[config.mk]
export PLATFORM = sky130hd
export DESIGN_NAME = hb_supervisor
export DESIGN_NICKNAME = d
export VERILOG_FILES = /design/src/rtl/hb_pkg.sv /design/src/rtl/hb_tick_gen.sv /design/src/rtl/hb_task_slot.sv /design/src/rtl/hb_verdict.sv /design/src/rtl/hb_supervisor.sv
export SDC_FILE = /design/constraint.sdc
export NUM_CORES = 1
export LEC_CHECK = 0
export ABC_CLOCK_PERIOD_IN_PS = 2800
export BUFFER_PORTS_ARGS = -buffer_cell sky130_fd_sc_hd__buf_4
export CORE_ASPECT_RATIO = 0.8
export CORE_MARGIN = 5
export CORE_UTILIZATION = 45
export DETAILED_ROUTE_END_ITERATION = 8
export SLEW_MARGIN = 20
export SYNTH_ARGS = -nofsm -noshare
export SYNTH_HDL_FRONTEND = slang
export SYNTH_HIERARCHICAL = 1
export SYNTH_SLANG_ARGS = --single-unit
[constraint.sdc]
create_clock -name clk -period 2.8 [get_ports clk]
set_clock_uncertainty 0.1 [all_clocks]
set_input_delay 0.56 -clock clk [delete_from_list [all_inputs] [get_ports clk]]
set_output_delay 0.56 -clock clk [all_outputs]
set_load 0.01 [all_outputs]
[src/rtl/hb_pkg.sv]
package hb_pkg;
  typedef enum logic {
    MODE_FLAG  = 1'b0,
    MODE_COUNT = 1'b1
  } hb_mode_e;
endpackage

[src/rtl/hb_tick_gen.sv]
module hb_tick_gen #(
  parameter int PRE_W = 16,
  parameter int IV_W  = 16
) (
  input  logic             clk,
  input  logic             rst,
  input  logic [PRE_W-1:0] pre_div,
  input  logic [IV_W-1:0]  iv_len,
  output logic             check
);
  logic [PRE_W-1:0] pre_q;
  logic [IV_W-1:0]  iv_q;
  logic             tick;

  assign tick = (pre_q == pre_div);

  always_ff @(posedge clk) begin
    if (rst) begin
      pre_q <= '0;
      iv_q  <= '0;
      check <= 1'b0;
    end else begin
      check <= 1'b0;
      if (tick) begin
        pre_q <= '0;
        if (iv_q == iv_len) begin
          iv_q  <= '0;
          check <= 1'b1;
        end else begin
          iv_q <= iv_q + 1'b1;
        end
      end else begin
        pre_q <= pre_q + 1'b1;
      end
    end
  end
endmodule

[src/rtl/hb_task_slot.sv]
module hb_task_slot
  import hb_pkg::*;
#(
  parameter int CNT_W = 8
) (
  input  logic             clk,
  input  logic             rst,
  input  hb_mode_e         mode,
  input  logic             strobe,
  input  logic             check,
  input  logic             cfg_wr,
  input  logic [CNT_W-1:0] cfg_lo,
  input  logic [CNT_W-1:0] cfg_hi,
  output logic             healthy
);
  localparam logic [CNT_W-1:0] CNT_MAX = {CNT_W{1'b1}};

  logic [CNT_W-1:0] lo_q, hi_q;
  logic [CNT_W-1:0] cnt_q;
  logic             flag_q;
  logic             excluded;
  logic             in_band;

  // Limit storage: write-only port, no reset, so it survives a reset.
  always_ff @(posedge clk) begin
    if (cfg_wr) begin
      lo_q <= cfg_lo;
      hi_q <= cfg_hi;
    end
  end

  always_ff @(posedge clk) begin
    if (rst) begin
      flag_q <= 1'b0;
      cnt_q  <= '0;
    end else if (check) begin
      // a strobe in the check cycle belongs to the next interval
      flag_q <= strobe;
      cnt_q  <= strobe ? CNT_W'(1) : '0;
    end else if (strobe) begin
      flag_q <= 1'b1;
      if (cnt_q != CNT_MAX) cnt_q <= cnt_q + 1'b1;
    end
  end

  assign excluded = (lo_q == '0) && (hi_q == '0);
  assign in_band  = (cnt_q >= lo_q) && (cnt_q <= hi_q);

  always_comb begin
    if (mode == MODE_COUNT) healthy = excluded || in_band;
    else                    healthy = flag_q;
  end
endmodule

[src/rtl/hb_verdict.sv]
module hb_verdict
  import hb_pkg::*;
#(
  parameter int NUM_TASKS = 4,
  parameter int IDX_W     = 2
) (
  input  logic                 clk,
  input  logic                 rst,
  input  hb_mode_e             mode,
  input  logic                 check,
  input  logic [NUM_TASKS-1:0] healthy,
  output logic                 kick,
  output logic                 bite,
  output logic [IDX_W-1:0]     fail_idx
);
  logic [IDX_W-1:0] first_bad;
  logic             any_bad;

  // priority encoder: lowest unhealthy task wins
  always_comb begin
    first_bad = '0;
    any_bad   = 1'b0;
    for (int i = NUM_TASKS - 1; i >= 0; i--) begin
      if (!healthy[i]) begin
        first_bad = IDX_W'(i);
        any_bad   = 1'b1;
      end
    end
  end

  always_ff @(posedge clk) begin
    if (rst) begin
      kick     <= 1'b0;
      bite     <= 1'b0;
      fail_idx <= '0;
    end else begin
      kick <= 1'b0;
      if (check && !bite) begin
        if (!any_bad) begin
          kick <= 1'b1;
        end else if (mode == MODE_COUNT) begin
          bite     <= 1'b1;
          fail_idx <= first_bad;
        end
      end
    end
  end
endmodule

[src/rtl/hb_supervisor.sv]
module hb_supervisor
  import hb_pkg::*;
#(
  parameter int NUM_TASKS = 4,
  parameter int CNT_W     = 8,
  parameter int PRE_W     = 16,
  parameter int IV_W      = 16,
  localparam int IDX_W    = (NUM_TASKS > 1) ? $clog2(NUM_TASKS) : 1
) (
  input  logic                 clk,
  input  logic                 rst,
  input  logic                 mode_cnt,
  input  logic [PRE_W-1:0]     pre_div,
  input  logic [IV_W-1:0]      iv_len,
  input  logic [NUM_TASKS-1:0] checkin,
  input  logic                 cfg_we,
  input  logic [IDX_W-1:0]     cfg_sel,
  input  logic [CNT_W-1:0]     cfg_lo,
  input  logic [CNT_W-1:0]     cfg_hi,
  output logic                 kick,
  output logic                 bite,
  output logic [IDX_W-1:0]     fail_idx
);
  hb_mode_e             mode;
  logic                 chk_pulse;
  logic [NUM_TASKS-1:0] slot_ok;

  assign mode = hb_mode_e'(mode_cnt);

  hb_tick_gen #(.PRE_W(PRE_W), .IV_W(IV_W)) u_tick (
    .clk     (clk),
    .rst     (rst),
    .pre_div (pre_div),
    .iv_len  (iv_len),
    .check   (chk_pulse)
  );

  for (genvar g = 0; g < NUM_TASKS; g++) begin : g_slot
    logic wr_here;
    assign wr_here = cfg_we && (cfg_sel == IDX_W'(g));
    hb_task_slot #(.CNT_W(CNT_W)) u_slot (
      .clk     (clk),
      .rst     (rst),
      .mode    (mode),
      .strobe  (checkin[g]),
      .check   (chk_pulse),
      .cfg_wr  (wr_here),
      .cfg_lo  (cfg_lo),
      .cfg_hi  (cfg_hi),
      .healthy (slot_ok[g])
    );
  end

  hb_verdict #(.NUM_TASKS(NUM_TASKS), .IDX_W(IDX_W)) u_verdict (
    .clk      (clk),
    .rst      (rst),
    .mode     (mode),
    .check    (chk_pulse),
    .healthy  (slot_ok),
    .kick     (kick),
    .bite     (bite),
    .fail_idx (fail_idx)
  );
endmodule

==> reports/results.tsv, run 1 <==
metric	value	unit
cpLargestDelayFamily	compound AO/OA/AOI/OAI gates	
cp.required	3.00	ns
syn2layout_area_growth	16.2	%
floorplan.initialDensity	45.8	%
die_x	155	um
grt_pass1_vias	5764	
numCtsBuffers	17	
cts_tree	yes	
diodes	0	
regArea	0.00338	mm^2
routed_wl	17900	um
clk_path_buf_depth	2	
async_reset_ff_share	0	%
synth-seq-cells	137	
clock_latency	0.41	ns
hold_ws	0.283	ns
cp-end-kind	flop	
h-tree-depth	4	
dr.first_iter.drc_count	451	
min_to	g_slot[3].u_slot/lo_q[2]$_DFFE_PP_	
setup_viol	0	
vias	5878	
rr_endpoint	u_verdict/fail_idx[0]$_SDFFE_PP0P_	
cts_setup_buffers	0	
ctsResizeCount	0	
fin_crit_sh	86.2	%
finalCriticalPeriod	2.41	ns
hold_path_class	in2reg	
seq_area_frac_synth	44.7	%
drtAntennaViolNets	0	
path_buf_inv	0	
reg2regPathDepth	8	
avgSynthCellArea	9.96	um^2
core_area	0.0166	mm^2
critPathLaunchType	flop	
yosysTopAreaCell	edfxtp_1	
finalHoldViolations	0	
synthDistinctLibCells	61	
io_pins	62	
hold_path_startpoint	cfg_lo[2]	
ys_warn_count	6	
hold_buffers	0	
drtPass1Iterations	6	
crit_fanout	6	
via_per_inst	5.52	
powerDensity	520	mW/mm^2
fin_setup_tns	0	ns
synth_edf_count	64	
timing.critical_path.slowest_stage_cell	dfxtp_1	
crit_type	reg2reg	
ff2ff_setup_slack	0.39	ns
gp_congestion	0.886	
cp.arrival	2.62	ns
synth_cells	761	
critPathMaxStageDelay	0.46	ns
dieArea	0.0195	mm^2
fillCellCount	1478	
grt_pass1_wl	29000	um
syn_nets	889	
syn-cell-area	0.00758	mm^2
worst_ir_drop_vdd	432	uV
rsz0062_at_grt	no	
portBuffers	61	
cap_viol_max_count	0	
finalMaxSlewViolations	0	
max_freq	0.414	GHz
crit_cells	8	
netlist.area_leader.share	25.4	%
ys_top_cells_by_area	edfxtp_1 25%, dfxtp_1 19%, ha_1 12%, xor2_1 5.0%, inv_1 4.1%	
multiInputGateArea	0.00383	mm^2
die_h	126	um
dp_hpwl	13200	um
synthFlopType	dfxtp_1	
drive_gt1_share	15.2	%
status	completed	
regToRegStartpoint	g_slot[1].u_slot/cnt_q[6]$_SDFFE_PP0P_	
cts_sinks	137	
antenna_found_initial	0	
p_leak	0.00360	uW
overflow	0	
grt_max_degree	25	
slew_headroom	48.9	%
drc	0	
grt_usage	18.6	%
nNetsFinal	960	
clk_pin_slew	0.06	ns
worst_pin_slew	0.767	ns
rows	42	
wl_per_cell	16.8	um
path_cells	ha_1 -> a21o_1 -> a221oi_1 -> a21oi_1 -> a221o_1 -> nand4_1 -> a21oi_2 -> a41o_1	
hold_depth	1	
cts_root_buf	clkbuf_16	
power breakdown:
group / internal (uW) / total (uW) / switching (uW)
Clock: 1200 / 2030 / 827
Sequential: 2160 / 2210 / 49.2
Combinational: 143 / 334 / 191
Total: 3510 / 4580 / 1070
cell usage in the layout (no fill, tap or decap), types with 17 or more instances in the layout:
master / instances
inv_1: 82
nor2_1: 63
edfxtp_1: 64
nand3_1: 26
nand4_1: 27
xor2_1: 43
a21oi_1: 43
ha_1: 70
nand2_1: 46
nor4_1: 27
buf_4: 63
o21ai_0: 25
dfxtp_1: 73
clkbuf_16: 17
registers in the layout (all words and copies together) (netlist names):
name and count:
g_slot.u_slot/cnt_q 32, g_slot.u_slot/hi_q 32, g_slot.u_slot/lo_q 32, u_tick/iv_q 16
u_tick/pre_q 16, g_slot.u_slot/flag_q 4, u_verdict/fail_idx 2, u_tick/check 1
u_verdict/bite 1, u_verdict/kick 1
cells in the mapped netlist, types with 9 or more instances:
library cell and n:
nor4_1 27, nor2_1 63, nor2b_1 15, nand2_1 46, a21oi_1 43, xnor2_1 15
or2_2 9, nand4_1 27, edfxtp_1 64, ha_1 70, o21ai_0 25, xor2_1 43
nand3_1 26, dfxtp_1 73, inv_1 82, nor3_1 15
kinds of logic after synthesis:
family	share of synthesized area [%]
AND/OR/NAND/NOR	19.3
XOR/XNOR	6.71
AO/OA/AOI/OAI	12.5
adder cells (fa/ha/maj)	11.6
flip-flops	44.7
buffers and inverters	4.79
multiplexers	0.529
metal layers:
metal	GRT usage [%]	routed length, um
met1	26.3	8230
met2	28.4	8310
met3	3.77	1010
met4	6.18	312
met5	0	0
area by class of cell:
| class | instances | share of cell area [%] |
|---|---|---|
| clock buffer | 18 | 4.87 |
| clock inverter | 13 | 1.21 |
| inverter | 82 | 3.50 |
| multi-input combinational | 531 | 43.5 |
| sequential | 137 | 38.4 |
| tap | 220 | 3.13 |
| timing repair buffer | 63 | 5.37 |
per-stage QoR:
step | instances | worst slack (ns) | utilization (%) | total power (uW) | area [um^2]
final | 1064 | 0.387 | 53.2 | 4580 | 8800
after global placement | 1033 | 0.476 | 50.0 | 2570 | 8270
after floorplan | 761 | 0.685 | - | 2420 | 7580
after global routing | 1064 | 0.191 | 53.2 | 4760 | 8800
after detailed placement | 1033 | 0.410 | 50.0 | 2590 | 8270
after CTS | 1064 | 0.393 | 53.2 | 4620 | 8800
worst max path at each step:
stage / slack [ns] / to / startpoint
2_1_floorplan: 0.69 / u_verdict/fail_idx[0]$_SDFFE_PP0P_ / g_slot[1].u_slot/lo_q[6]$_DFFE_PP_
3_3_place_gp: 0.48 / u_verdict/fail_idx[0]$_SDFFE_PP0P_ / g_slot[3].u_slot/cnt_q[6]$_SDFFE_PP0P_
3_5_place_dp: 0.41 / u_tick/pre_q[11]$_SDFF_PP0_ / pre_div[11]
4_1_cts: 0.39 / u_verdict/fail_idx[0]$_SDFFE_PP0P_ / g_slot[3].u_slot/cnt_q[6]$_SDFFE_PP0P_
5_1_grt: 0.19 / u_verdict/kick$_SDFF_PP0_ / g_slot[1].u_slot/cnt_q[7]$_SDFFE_PP0P_
6_report: 0.39 / u_verdict/fail_idx[0]$_SDFFE_PP0P_ / g_slot[1].u_slot/cnt_q[6]$_SDFFE_PP0P_
Power figures use the tool's default switching activity.
==> run 2, diff against run 1 <==
--- a/config.mk
+++ b/config.mk
@@ -11,4 +11,5 @@
 export CORE_MARGIN = 5
 export CORE_UTILIZATION = 45
+export CTS_CLUSTER_DIAMETER = 60
 export DETAILED_ROUTE_END_ITERATION = 8
 export SLEW_MARGIN = 20
==> constraint.sdc (replaced) <==
create_clock -name clk -period 2.8 [get_ports clk]
set_clock_uncertainty 0.1 [all_clocks]
set_input_delay 0.14 -clock clk [delete_from_list [all_inputs] [get_ports clk]]
set_output_delay 0.14 -clock clk [all_outputs]
set_load 0.01 [all_outputs]
==> run 2 against run 1 <==
Compared with the run above:
- via count up 2.1%
- design area up 3.3%
- fmax up 0.82%
- highest routed layer unchanged
- largest power group is now the clock network
- register-to-register slack better by 0.02 ns
- critical endpoint unchanged
- critical path type unchanged
- non-clock buffer count up 25
- clock power up 9.9%
==> reports/results.tsv, run 2 (synthesized netlist as in run 1, its figures left out) <==
metric	value	unit	change
cts_setup_buffers	0		unchanged
dieArea	0.0195	mm^2	unchanged
floorplan.initialDensity	45.8	%	unchanged
fin_setup_tns	0	ns	unchanged
slew_headroom	47.3	%	-1.6 points
worst_pin_slew	0.790	ns	+0.0233 ns
drc	0		unchanged
overflow	0		unchanged
regToRegStartpoint	g_slot[3].u_slot/cnt_q[7]$_SDFFE_PP0P_		
cts_root_buf	clkbuf_16		
crit_type	reg2reg		
ctsResizeCount	0		unchanged
drtPass1Iterations	5		-1
hold_path_class	in2reg		
vias	6001		+2.1%
grt_pass1_wl	29900	um	+3.2%
numCtsBuffers	17		unchanged
clock_latency	0.43	ns	+0.02 ns
p_leak	0.00374	uW	+3.9%
via_per_inst	5.51		-0.34%
grt_usage	19.3	%	+0.70 points
gp_congestion	0.861		-2.8%
cts_sinks	137		unchanged
rr_endpoint	u_verdict/fail_idx[0]$_SDFFE_PP0P_		
cts_tree	yes		
finalMaxSlewViolations	0		unchanged
grt_pass1_vias	5899		+2.3%
antenna_found_initial	0		unchanged
critPathLaunchType	flop		
setup_viol	0		unchanged
diodes	0		unchanged
routed_wl	18300	um	+2.6%
h-tree-depth	4		unchanged
fin_crit_sh	85.5	%	-0.70 points
cp.arrival	2.61	ns	about the same
largestRegisters	g_slot.u_slot/cnt_q x32, g_slot.u_slot/hi_q x32, g_slot.u_slot/lo_q x32		
final_common_cell	inv_1		
finalHoldViolations	0		unchanged
drive_gt1_share	15.6	%	+0.47 points
final_cells	1090		+2.4%
die_h	126	um	unchanged
finalCriticalPeriod	2.39	ns	-0.0196 ns
rows	42		unchanged
io_pins	62		unchanged
die_x	155	um	unchanged
ff2ff_setup_slack	0.41	ns	+0.02 ns
setup.worst_path.end	u_verdict/fail_idx[0]$_SDFFE_PP0P_		
drtAntennaViolNets	0		unchanged
portBuffers	61		unchanged
rsz0062_at_grt	no		
status	completed		
worst_ir_drop_vdd	378	uV	-13%
dr.first_iter.drc_count	382		-15%
hold_ws	0.00769	ns	-0.275 ns
crit_fanout	7		+1
clk_path_buf_depth	2		unchanged
fillCellCount	1437		-2.8%
wl_per_cell	16.8	um	+0.15%
grt_max_degree	25		unchanged
dp_cells	1035		+0.19%
nNetsFinal	985		+2.6%
cp.required	3.02	ns	+0.02 ns
setup.worst_path.start	g_slot[3].u_slot/cnt_q[7]$_SDFFE_PP0P_		
cp-end-kind	flop		
cap_viol_max_count	0		unchanged
layout_common_cells	82 x inv_1, 73 x dfxtp_1, 70 x ha_1		
clk_pin_slew	0.06	ns	about the same
dp_hpwl	13300	um	+0.70%
reg2regPathDepth	8		unchanged
syn2layout_area_growth	20.1	%	
powerDensity	528	mW/mm^2	+1.5%
core_area	0.0166	mm^2	unchanged
max_freq	0.418	GHz	+0.82%
## run 2: cell types whose count changed in the layout (fill, tap and decap cells not counted)
| cell | previous run | this run |
|---|---|---|
| clkinv_1 | 4 | 0 |
| buf_4 | 63 | 65 |
| inv_6 | 1 | 3 |
| dlygate4sd3_1 | 0 | 23 |
| inv_8 | 0 | 5 |
| clkinvlp_4 | 4 | 3 |
| clkbuf_1 | 1 | 0 |
## run 2: what timing repair did
| item | in CTS | in global routing |
|---|---|---|
| setup endpoints to repair | 0 | 0 |
| endpoints found under the hold margin | 76 | 0 |
| hold buffers | 23 | 0 |
## run 2: how the worst min path moves through the flow
stage                         start                            endpoint  cells past startpoint
after floorplan                 rst  u_verdict/fail_idx[1]$_SDFFE_PP0P_                      1
after global placement    cfg_lo[3]  g_slot[1].u_slot/lo_q[3]$_DFFE_PP_                      1
after detailed placement  cfg_lo[3]  g_slot[1].u_slot/lo_q[3]$_DFFE_PP_                      1
after CTS                       rst         u_verdict/bite$_SDFFE_PP0P_                      2
after global routing            rst         u_verdict/bite$_SDFFE_PP0P_                      2
final                           rst         u_verdict/bite$_SDFFE_PP0P_                      2
## run 2: layer usage
layer	part of all wire, %	routed length (um)	track usage [%]	vias up
met4	2.8	514	8.00	0
met5	0	0	0	-
met2	45	8290	29.4	139
met1	48	8710	26.6	2868
met3	4.4	802	4.15	33
li1	-	-	-	2961
## run 2: final cells by class
| cell class | instances | area (um^2) | share of cell area, % |
|---|---|---|---|
| sequential | 137 | 3380 | 37.2 |
| timing repair buffer | 88 | 718 | 7.89 |
| multi-input combinational | 531 | 3830 | 42.1 |
| clock inverter | 15 | 158 | 1.73 |
| tap | 220 | 275 | 3.03 |
| inverter | 82 | 308 | 3.38 |
| clock buffer | 17 | 425 | 4.68 |
## run 2: report_power, final
group	switching [uW]	internal, uW
Combinational	201	167
Sequential	47.8	2160
Clock	967	1260
## run 2: worst max-delay path, cell delays in order, from the launching register on
cell and delay, ns:
dfxtp_1 0.49, ha_1 0.31, and3_1 0.19, a221oi_1 0.26, a21oi_1 0.11, a221o_1 0.37, nand4_1 0.18, a21oi_2 0.07
a41o_1 0.20
## run 2: through the flow
| step | utilization, % | worst slack (ns) | area (um^2) | total power [uW] |
|---|---|---|---|---|
| finish | 55.0 | 0.407 | 9100 | 4800 |
| global route | 55.0 | 0.219 | 9100 | 5010 |
| CTS | 55.0 | 0.400 | 9100 | 4850 |
| detailed placement | 50.0 | 0.429 | 8280 | 2590 |
| global placement | 50.0 | 0.494 | 8280 | 2580 |
| floorplan | - | 0.685 | 7580 | 2420 |
